### src/rtl/pgb_pkg.sv
package pgb_pkg;
   typedef enum logic [1:0] {
      SQ_IDLE  = 2'd0,
      SQ_DRAIN = 2'd1,
      SQ_HOLD  = 2'd2
   } sq_state_e;

   function automatic bit is_pow2(input int v);
      return (v > 1) && ((v & (v - 1)) == 0);
   endfunction
endpackage

### src/rtl/pgb_guard.sv
module pgb_guard #(
   parameter int BW         = 6,
   parameter int LOCK_PAGES = 8,
   parameter bit LOCK_EN    = 1'b1
) (
   input  logic          clk,
   input  logic          rst_n,
   input  logic          wp_i,
   input  logic [BW-1:0] page_i,
   input  logic          lock_txn_i,
   input  logic          set_lock_i,
   output logic          locked_o,
   output logic          blocked_o
);
   logic low_page;
   assign low_page = int'(page_i) < LOCK_PAGES;

   generate
      if (LOCK_EN) begin : g_lock
         logic lock_q;
         always_ff @(posedge clk or negedge rst_n) begin
            if (!rst_n)          lock_q <= 1'b0;
            else if (set_lock_i) lock_q <= 1'b1;
         end
         assign locked_o = lock_q;
      end else begin : g_nolock
         assign locked_o = 1'b0;
      end
   endgenerate

   assign blocked_o = wp_i || (!lock_txn_i && locked_o && low_page);
endmodule

### src/rtl/pgb_stage.sv
module pgb_stage #(
   parameter int AW      = 10,
   parameter int PAGE_LW = 4
) (
   input  logic                  clk,
   input  logic                  rst_n,
   input  logic                  clear_i,
   input  logic                  load_i,
   input  logic [AW-1:0]         addr_i,
   input  logic                  push_i,
   input  logic [7:0]            byte_i,
   input  logic [PAGE_LW-1:0]    rd_idx_i,
   output logic [AW-PAGE_LW-1:0] page_o,
   output logic                  any_o,
   output logic                  rd_valid_o,
   output logic [7:0]            rd_data_o
);
   localparam int NB = 1 << PAGE_LW;
   localparam int BW = AW - PAGE_LW;

   logic [BW-1:0]      page_q;
   logic [PAGE_LW-1:0] ptr_q;
   logic [NB-1:0]      mask_q;
   logic [7:0]         slot_q [NB];

   always_ff @(posedge clk or negedge rst_n) begin
      if (!rst_n) begin
         page_q <= '0;
         ptr_q  <= '0;
         mask_q <= '0;
      end else begin
         if (clear_i) mask_q <= '0;
         if (load_i) begin
            page_q <= addr_i[AW-1:PAGE_LW];
            ptr_q  <= addr_i[PAGE_LW-1:0];
         end else if (push_i) begin
            mask_q[ptr_q] <= 1'b1;
            ptr_q         <= ptr_q + 1'b1;
         end
      end
   end

   generate
      for (genvar s = 0; s < NB; s++) begin : g_slot
         always_ff @(posedge clk or negedge rst_n) begin
            if (!rst_n)                                       slot_q[s] <= '0;
            else if (push_i && !load_i && ptr_q == PAGE_LW'(s)) slot_q[s] <= byte_i;
         end
      end
   endgenerate

   assign page_o     = page_q;
   assign any_o      = |mask_q;
   assign rd_valid_o = mask_q[rd_idx_i];
   assign rd_data_o  = slot_q[rd_idx_i];
endmodule

### src/rtl/pgb_seq.sv
module pgb_seq
   import pgb_pkg::*;
#(
   parameter int PAGE_LW      = 4,
   parameter int WRITE_CYCLES = 1000000
) (
   input  logic               clk,
   input  logic               rst_n,
   input  logic               go_i,
   output logic               busy_o,
   output logic               draining_o,
   output logic [PAGE_LW-1:0] idx_o
);
   localparam int CW = $clog2(WRITE_CYCLES + 1);

   sq_state_e          st_q;
   logic [PAGE_LW-1:0] idx_q;
   logic [CW-1:0]      cnt_q;

   always_ff @(posedge clk or negedge rst_n) begin
      if (!rst_n) begin
         st_q  <= SQ_IDLE;
         idx_q <= '0;
         cnt_q <= '0;
      end else begin
         unique case (st_q)
            SQ_IDLE: if (go_i) begin
               st_q  <= SQ_DRAIN;
               idx_q <= '0;
            end
            SQ_DRAIN: begin
               idx_q <= idx_q + 1'b1;
               if (&idx_q) begin
                  st_q  <= SQ_HOLD;
                  cnt_q <= '0;
               end
            end
            SQ_HOLD: begin
               if (cnt_q == CW'(WRITE_CYCLES - 1)) st_q <= SQ_IDLE;
               else                                cnt_q <= cnt_q + 1'b1;
            end
            default: st_q <= SQ_IDLE;
         endcase
      end
   end

   assign busy_o     = st_q != SQ_IDLE;
   assign draining_o = st_q == SQ_DRAIN;
   assign idx_o      = idx_q;
endmodule

### src/rtl/page_write_engine.sv
module page_write_engine #(
   parameter int AW           = 10,
   parameter int PAGE_BYTES   = 16,
   parameter int LOCK_BYTES   = 128,
   parameter bit LOCK_EN      = 1'b1,
   parameter int WRITE_CYCLES = 1000000
) (
   input  logic          clk,
   input  logic          rst_n,
   input  logic          wp_i,
   input  logic          start_i,
   input  logic          lock_sel_i,
   input  logic          addr_valid_i,
   input  logic [AW-1:0] addr_i,
   input  logic          data_valid_i,
   input  logic [7:0]    data_i,
   input  logic          stop_i,
   output logic          addr_ack_o,
   output logic          data_ack_o,
   output logic          busy_o,
   output logic          mem_we_o,
   output logic [AW-1:0] mem_addr_o,
   output logic [7:0]    mem_wdata_o
);
   import pgb_pkg::*;

   localparam int PAGE_LW    = $clog2(PAGE_BYTES);
   localparam int BW         = AW - PAGE_LW;
   localparam int LOCK_PAGES = LOCK_BYTES / PAGE_BYTES;

   if (!is_pow2(PAGE_BYTES)) begin : g_chk_page
      $error("PAGE_BYTES must be a power of two");
   end
   if (PAGE_LW >= AW) begin : g_chk_aw
      $error("AW must exceed the page offset width");
   end
   if (LOCK_BYTES % PAGE_BYTES != 0 || LOCK_BYTES > (1 << AW)) begin : g_chk_lock
      $error("LOCK_BYTES must be whole pages inside the array");
   end
   if (WRITE_CYCLES < 1) begin : g_chk_wc
      $error("WRITE_CYCLES must be at least one");
   end

   logic in_txn_q, lock_txn_q, have_addr_q, lock_data_q;
   logic blocked, sw_lock, any_byte, seq_go, set_lock;
   logic draining, rd_valid;
   logic [PAGE_LW-1:0] idx;
   logic [BW-1:0]      page;
   logic [7:0]         rd_data;
   logic take_start, take_addr, take_data, take_stop, push;

   assign take_start = start_i && !busy_o;
   assign take_addr  = addr_valid_i && in_txn_q && !busy_o;
   assign data_ack_o = in_txn_q && have_addr_q && !busy_o && !blocked;
   assign take_data  = data_valid_i && data_ack_o;
   assign take_stop  = stop_i && !busy_o;
   assign push       = take_data && !lock_txn_q;
   assign addr_ack_o = !busy_o;

   assign set_lock = take_stop && in_txn_q && lock_txn_q && lock_data_q;
   assign seq_go   = take_stop && in_txn_q &&
                     (lock_txn_q ? lock_data_q : any_byte);

   always_ff @(posedge clk or negedge rst_n) begin
      if (!rst_n) begin
         in_txn_q    <= 1'b0;
         lock_txn_q  <= 1'b0;
         have_addr_q <= 1'b0;
         lock_data_q <= 1'b0;
      end else if (take_start) begin
         in_txn_q    <= 1'b1;
         lock_txn_q  <= lock_sel_i;
         have_addr_q <= 1'b0;
         lock_data_q <= 1'b0;
      end else if (take_stop) begin
         in_txn_q    <= 1'b0;
         have_addr_q <= 1'b0;
      end else begin
         if (take_addr) have_addr_q <= 1'b1;
         if (take_data && lock_txn_q) lock_data_q <= 1'b1;
      end
   end

   pgb_guard #(
      .BW(BW), .LOCK_PAGES(LOCK_PAGES), .LOCK_EN(LOCK_EN)
   ) u_guard (
      .clk(clk), .rst_n(rst_n), .wp_i(wp_i), .page_i(page),
      .lock_txn_i(lock_txn_q), .set_lock_i(set_lock),
      .locked_o(sw_lock), .blocked_o(blocked)
   );

   pgb_stage #(.AW(AW), .PAGE_LW(PAGE_LW)) u_stage (
      .clk(clk), .rst_n(rst_n), .clear_i(take_start),
      .load_i(take_addr), .addr_i(addr_i),
      .push_i(push), .byte_i(data_i), .rd_idx_i(idx),
      .page_o(page), .any_o(any_byte),
      .rd_valid_o(rd_valid), .rd_data_o(rd_data)
   );

   pgb_seq #(.PAGE_LW(PAGE_LW), .WRITE_CYCLES(WRITE_CYCLES)) u_seq (
      .clk(clk), .rst_n(rst_n), .go_i(seq_go),
      .busy_o(busy_o), .draining_o(draining), .idx_o(idx)
   );

   assign mem_we_o    = draining && rd_valid;
   assign mem_addr_o  = {page, idx};
   assign mem_wdata_o = rd_data;
endmodule

### config.mk
export PLATFORM = sky130hd
export DESIGN_NAME = page_write_engine
export DESIGN_NICKNAME = d
export VERILOG_FILES = /design/src/rtl/pgb_pkg.sv /design/src/rtl/pgb_guard.sv /design/src/rtl/pgb_stage.sv /design/src/rtl/pgb_seq.sv /design/src/rtl/page_write_engine.sv
export SDC_FILE = /design/constraint.sdc
export NUM_CORES = 1
export LEC_CHECK = 0
export ABC_AREA = 1
export CORE_UTILIZATION = 60
export DETAILED_ROUTE_END_ITERATION = 8
export GPL_TIMING_DRIVEN = 1
export PLACE_DENSITY = 0.8
export SYNTH_ARGS = -nofsm -noshare
export SYNTH_HDL_FRONTEND = slang
export SYNTH_HIERARCHICAL = 1
export SYNTH_SLANG_ARGS = --single-unit
### constraint.sdc
create_clock -name clk -period 2.85 [get_ports clk]
set_clock_uncertainty 0.1 [all_clocks]
set_input_delay 0.57 -clock clk [delete_from_list [all_inputs] [get_ports clk]]
set_output_delay 0.57 -clock clk [all_outputs]
set_load 0.05 [all_outputs]
### Word level (Yosys, flattened, before mapping)

Index checks and enable logic that the tools add are counted.

| cells by class | value |
|---|---|
| equality and inequality tests | 23 |
| bitwise gates (word level) | 2 |
| magnitude comparators | 5 |
| multiplexer cells | 30 |
| reduce and logical (&&, ||, !) cells | 55 |
| add/subtract/negate cells | 3 |

Operators by type and width:

| cell | count |
|---|---|
| $mux 16 | 3 |
| $mux 20 | 2 |
| $pmux 20 s2 | 1 |
| $logic_and 1x1->1 | 35 |
| $bmux 8 s4 | 1 |
| $eq 4x4->1 const B | 8 |
| $add 20x1->20 const B | 1 |
| $eq 20x20->1 const B | 1 |
| $eq 4x3->1 const B | 4 |
| $mux 8 | 2 |
| $or 16x16->16 | 1 |
| $reduce_or 16->1 | 1 |
| $mux 4 | 3 |
| $reduce_bool 2->1 | 6 |
| $mux 1 | 11 |
| $lt 4x5->1 const B | 2 |
| $add 4x1->4 const B | 2 |
| $eq 4x2->1 const B | 2 |
| $pmux 4 s2 | 1 |
| $lt 6x4->1 const B | 1 |
| $mux 2 | 3 |
| $ne 2x2->1 const B | 3 |
| $pmux 2 s3 | 1 |
| $reduce_and 3->1 | 2 |
| other kinds (16) | 21 |

| storage, ports and cells | value |
|---|---|
| input bits | 26 |
| logic and storage cells | 145 |
| output and inout bits | 22 |
| register bits after elaboration | 185 |

### Logic depth before layout (Yosys ltp)

| logic depth | value |
|---|---|
| depth after elaboration | 11 |
| mapped depth | 16 |
| gate-level depth less buffers | 15 |

### By module

Netlist, hierarchy kept.

Modules (own cells, without submodules):

| module | cells each | sequential area each (sq um) | area an instance (sq um) | instances |
|---|---|---|---|---|
| pgb_stage | 977 | 3853.7 | 7597.3 | 1 |
| pgb_seq | 222 | 650.6 | 1636.6 | 1 |
| page_write_engine | 35 | 100.1 | 245.2 | 1 |
| pgb_guard | 9 | 25.0 | 58.8 | 1 |

### Worst setup path after synthesis

OpenSTA, ideal clock, no wires.

| timing path | value |
|---|---|
| kind | register to register |
| from | reg u_seq.st_q[1] |
| to | reg u_stage/slot_q[40] in the netlist's numbering |
| data required time | 2.624 ns |
| path buffers | 1 |
| stages on the path, launching flop included | 14 |
| setup slack | 0.065 ns |
| clock period less this slack | 2.785 ns |
| arrival | 2.559 ns |
| setup time | 0.126 ns |
| path through | dfrtp_1 -> nor2_1 -> inv_1 -> inv_2 -> nand2_2 -> nor2_4 -> nand2_1 -> nor2_1 -> inv_1 -> nor2_4 -> nand2_4 -> nor2_4 -> buf_6 -> o21ai_0 |

| on the way | value |
|---|---|
| cells in the longest elaborated chain, start to end | 8 |
| elaborated cells on any way between the ends | 10 |
| classes of those cells | reduce/logical (10) |

RTL lines:

| item | RTL line | text |
|---|---|---|
| from (decl) | pgb_seq.sv:16 | `sq_state_e st_q;` |
| from (signal assigned) | pgb_seq.sv:22 | `st_q <= SQ_IDLE;` |
| from (signal assigned) | pgb_seq.sv:28 | `st_q <= SQ_DRAIN;` |
| from (signal assigned) | pgb_seq.sv:34 | `st_q <= SQ_HOLD;` |
| $reduce_bool 2->1 | pgb_seq.sv:47 | `assign busy_o = st_q != SQ_IDLE;` |
| net busy_o | page_write_engine.sv:20 | `output logic busy_o,` |
| $logic_not 1->1 | n/a |  |
| net addr_ack_o | page_write_engine.sv:18 | `output logic addr_ack_o,` |
| $logic_and 1x1->1 (2 in a row) | page_write_engine.sv:54 | `assign data_ack_o = in_txn_q && have_addr_q && !busy_o && !blocked;` |
| net data_ack_o | page_write_engine.sv:19 | `output logic data_ack_o,` |
| $logic_and 1x1->1 | page_write_engine.sv:55 | `assign take_data = data_valid_i && data_ack_o;` |
| $logic_and 1x1->1 | page_write_engine.sv:57 | `assign push = take_data && !lock_txn_q;` |
| net push | page_write_engine.sv:50 | `logic take_start, take_addr, take_data, take_stop, push;` |
| $logic_and 1x1->1 (2 in a row) | pgb_stage.sv:47 | `else if (push_i && !load_i && ptr_q == PAGE_LW'(s)) slot_q[s] <= byte_i;` |
| to (signal, indexed assignment) | pgb_stage.sv:47 |  |
| to (decl) | pgb_stage.sv:24 | `logic [7:0] slot_q [NB];` |

The timed path passes the listed nets, and every way through them passes these cells.
A chain may end at the register's enable or synchronous reset.

### Worst setup path in the final report

| timing path | value |
|---|---|
| from | reg u_seq.idx_q[0] (netlist: u_seq/idx_o[0]) |
| to | out mem_addr_o[0] |

RTL lines:

| item | RTL line | text |
|---|---|---|
| from (decl) | pgb_seq.sv:17 | `logic [PAGE_LW-1:0] idx_q;` |
| from (signal assigned) | pgb_seq.sv:32 | `idx_q <= idx_q + 1'b1;` |
| to (decl) | page_write_engine.sv:22 | `output logic [AW-1:0] mem_addr_o,` |

No word-level cell between the ends.

==> impl_summary.log <==
INFO  metric run_status = complete, but fails checks
INFO  metric violations = hold timing
INFO  metric setup-violations-final = 0
INFO  metric floorplan.initialDensity = 62.05%
INFO  metric dr.pass1.iters = 5
INFO  metric cts_inserted_buffers = 17
INFO  metric async_flop_share = 100.0%
INFO  metric ff2ff_setup_slack = 0.41 ns
INFO  metric grt_pass1_vias = 7844
INFO  metric gr-usage-all-layers = 31.00%
INFO  metric cts.htree.levels = 4
INFO  metric fin_cells = 1500
INFO  metric required = 2.18 ns
INFO  metric synth.distinct_cells = 38
INFO  metric grt_antenna_before_repair = 0
INFO  metric syn_nets = 1275
INFO  metric routedWlPerCell = 15.70 µm
INFO  metric cts.reportedPaths.clkPinSlew = 0.07 ns
INFO  metric ys_seq_area_share = 48.54%
INFO  metric worstSetupStartpointType = flip-flop
INFO  metric worst_hold_path_type = in -> async
INFO  metric totalWireLength = 23540 µm
INFO  metric avg_synthesized_cell_area = 7.673 µm²
INFO  metric final_hpwl_dp = 15400 µm
INFO  metric synth.top_cells.by_area = sky130_fd_sc_hd__dfrtp_1 49%, sky130_fd_sc_hd__nand2_1 15%, sky130_fd_sc_hd__o21ai_0 8.2%
INFO  metric die_area = 16400 µm²
INFO  metric timing.critical_path.fanout_max = 86
INFO  metric vias = 8267
INFO  metric grt_first_pass_wirelength = 39280 µm
INFO  metric critPathCaptureType = output pin
INFO  metric clkSinkCount = 185
INFO  metric power.leakage = 5.134 nW
INFO  metric grt_max_degree = 87
INFO  metric synth_seq_cells = 185
INFO  metric cap_viol_max_count = 0
INFO  metric setup_tns_final = 0 ns
INFO  metric flow.area_growth_from_synthesis = 13.35%
INFO  metric place.gp.congestion = 0.8898
INFO  metric finalCritPeriodShare = 96.52%
INFO  metric finalMaxSlewViolations = 0
INFO  metric reg_to_reg_endpoint = u_stage/slot_q[16]
INFO  metric max_slew.worst_pin.slew = 0.5082 ns
INFO  metric reg2reg_depth = 12
INFO  metric postRouteAntennaNets = 0
INFO  metric rows = 45
INFO  metric rsz0062_at_grt = false
INFO  metric yosys_warnings = 6
INFO  metric post-place-cells = 1468
INFO  metric design.core.area = 15370 µm²
INFO  metric netlist_area = 9538 µm²
INFO  metric period_minus_slack = 2.751 ns
INFO  metric vias_per_cell = 5.511
INFO  metric cts.hold.buffers_added = 0
INFO  metric port_buffers = 47
INFO  metric crit_path_class = reg -> out
INFO  metric cts_max_path_buffers = 2
INFO  metric tritoncts = yes
INFO  metric cp.arrival = 2.08 ns
INFO  metric post-synth-top-area-cell = sky130_fd_sc_hd__dfrtp_1
INFO  metric post_synth_inst_count = 1243
INFO  metric detailedRoute.firstIterationViolations = 987
INFO  metric num_antenna_cells = 0
INFO  metric critical_path.endpoint = mem_addr_o[0]
INFO  metric synth.most_common_cell = sky130_fd_sc_hd__nand2_1
INFO  metric post_synth_edffs = 0
INFO  metric timing.critical_path.from = u_seq/idx_o[0]
INFO  metric globalRouteOverflowTotal = 0
INFO  metric remaining_drc_errors = 0
INFO  metric p_per_area = 494.1 nW/µm²
INFO  metric yosys.area.top_type_share = 48.54%
INFO  metric nets_final = 1308
INFO  metric vdd_drop_max = 0.4822 mV
INFO  metric synth_top_cells_by_count = 390 x sky130_fd_sc_hd__nand2_1, 185 x sky130_fd_sc_hd__dfrtp_1, 164 x sky130_fd_sc_hd__inv_1
INFO  metric proportion_of_layout_cells_with_a_drive_suffix_above_1 = 8.844%
INFO  metric die_width = 128.1 µm
INFO  metric final_hold_viol_count = 5
INFO  metric rr_startpoint = u_seq/st_q[1]
INFO  metric synth_top_flop_cell = sky130_fd_sc_hd__dfrtp_1
INFO  metric power.total = 5.342 mW
INFO  metric insertion_delay = 0.43 ns
INFO  metric worst_slew_margin_rel = 66.01%
INFO  metric worst_hold_slack = -0.008764 ns
INFO  metric ioPinCount = 48
INFO  metric clock_root_buffer = sky130_fd_sc_hd__clkbuf_16
INFO  metric timing.fmax = 0.3635 GHz
INFO  metric die_outline_height = 128.1 µm
==> cell families (layout without fill, tap and decap cells) <==
| kind of cell | Yosys count | in the layout | share of synthesized area [%] |
|---|---|---|---|
| AO/OA/AOI/OAI | 189 | 189 | 10.53 |
| XOR/XNOR | 6 | 6 | 0.5510 |
| adder cells (fa/ha/maj) | 6 | 6 | 0.7871 |
| buffers and inverters | 234 | 280 | 10.64 |
| AND/OR/NAND/NOR | 623 | 623 | 28.95 |
| flip-flops | 185 | 185 | 48.54 |
==> worst min-delay path by stage <==
stage,start,to,slack [ns],cells past startpoint
after floorplan,rst_n,have_addr_q,0.17,0
after global routing,rst_n,u_stage/slot_q[23],0.04,1
final,rst_n,u_stage/slot_q[23],-0.009,1
after global placement,u_guard/locked_o,u_guard/locked_o,0.35,1
after CTS,rst_n,u_stage/slot_q[23],0.03,1
after detailed placement,u_stage/page_o[0],u_stage/page_o[0],0.36,2
==> through the flow <==
| step | worst slack (ns) | utilization [%] | area, µm² |
|---|---|---|---|
| 5_1_grt | 0.01819 | 70.34 | 10810 |
| 4_1_cts | 0.06198 | 70.27 | 10800 |
| 6_report | 0.09924 | 70.34 | 10810 |
| 2_1_floorplan | 0.06473 | - | 9538 |
| 3_5_place_dp | 0.1158 | 66.09 | 10160 |
| 3_3_place_gp | 0.1816 | 66.09 | 10160 |
==> sequential cells by signal (all words and copies together), names as in the netlist <==
name	cells
u_seq/idx_o	4
lock_txn_q	1
u_stage/ptr_q	4
u_seq/st_q	2
lock_data_q	1
u_guard/locked_o	1
have_addr_q	1
u_stage/mask_q	16
in_txn_q	1
u_stage/slot_q	128
u_seq/cnt_q	20
u_stage/page_o	6
==> timing repair <==
| action | 4_1_cts | 5_1_grt |
|---|---|---|
| gates cloned | 0 | 0 |
| gates resized for setup | 1 | 4 |
| buffers inserted | 0 | 0 |
| endpoints found under the setup margin | 8 | 5 |
==> area by class of cell <==
| type | count | area [µm²] |
|---|---|---|
| Fill cell | 1247 | 4559 |
| Sequential cell | 185 | 4631 |
| Tap cell | 211 | 264.0 |
| Inverter | 176 | 664.4 |
| Multi-Input combinational cell | 824 | 3894 |
| Clock buffer | 20 | 446.7 |
| Timing Repair Buffer | 72 | 716.9 |
| Clock inverter | 12 | 195.2 |
==> per-layer routing <==
layer	share of wire, %	vias up	global-route usage [%]	routed length (µm)
met1	43	3843	43.02	10170
met3	7.8	48	4.883	1838
met2	46	389	48.72	10910
met5	0	-	0	0
met4	2.7	0	13.01	628
li1	-	3987	-	-
==> power breakdown <==
part	internal [mW]	leakage, nW	total [mW]	switching (mW)
logic	0.0462	2.75	0.147	0.101
clock network	1.58	0.314	2.57	0.992
registers	2.63	2.07	2.63	0
total	4.25	5.13	5.34	1.09
==> critical path, stage by stage (launching register included) <==
cell	delay (ns)
sky130_fd_sc_hd__dfrtp_2	0.41
sky130_fd_sc_hd__buf_12	0.35
sky130_fd_sc_hd__clkdlybuf4s50_1	0.88
==> cell usage in the layout (no fill, tap or decap), drive strengths merged <==
cell type / n
xnor2: 2
nor3: 4
clkinv: 9
clkbuf: 21
or2: 2
a21oi: 11
o21ai: 159
clkinvlp: 1
a31oi: 1
o21bai: 3
o21a: 1
nor3b: 1
bufinv: 5
xor2: 4
nor2: 55
dfrtp: 185
buf: 36
nand3: 155
a22o: 1
ha: 6
o211ai: 3
inv: 173
nand4: 7
nor4: 1
o22ai: 9
o31ai: 1
clkdlybuf4s50: 35
nand2: 398
(Power assumes the default switching activity.)
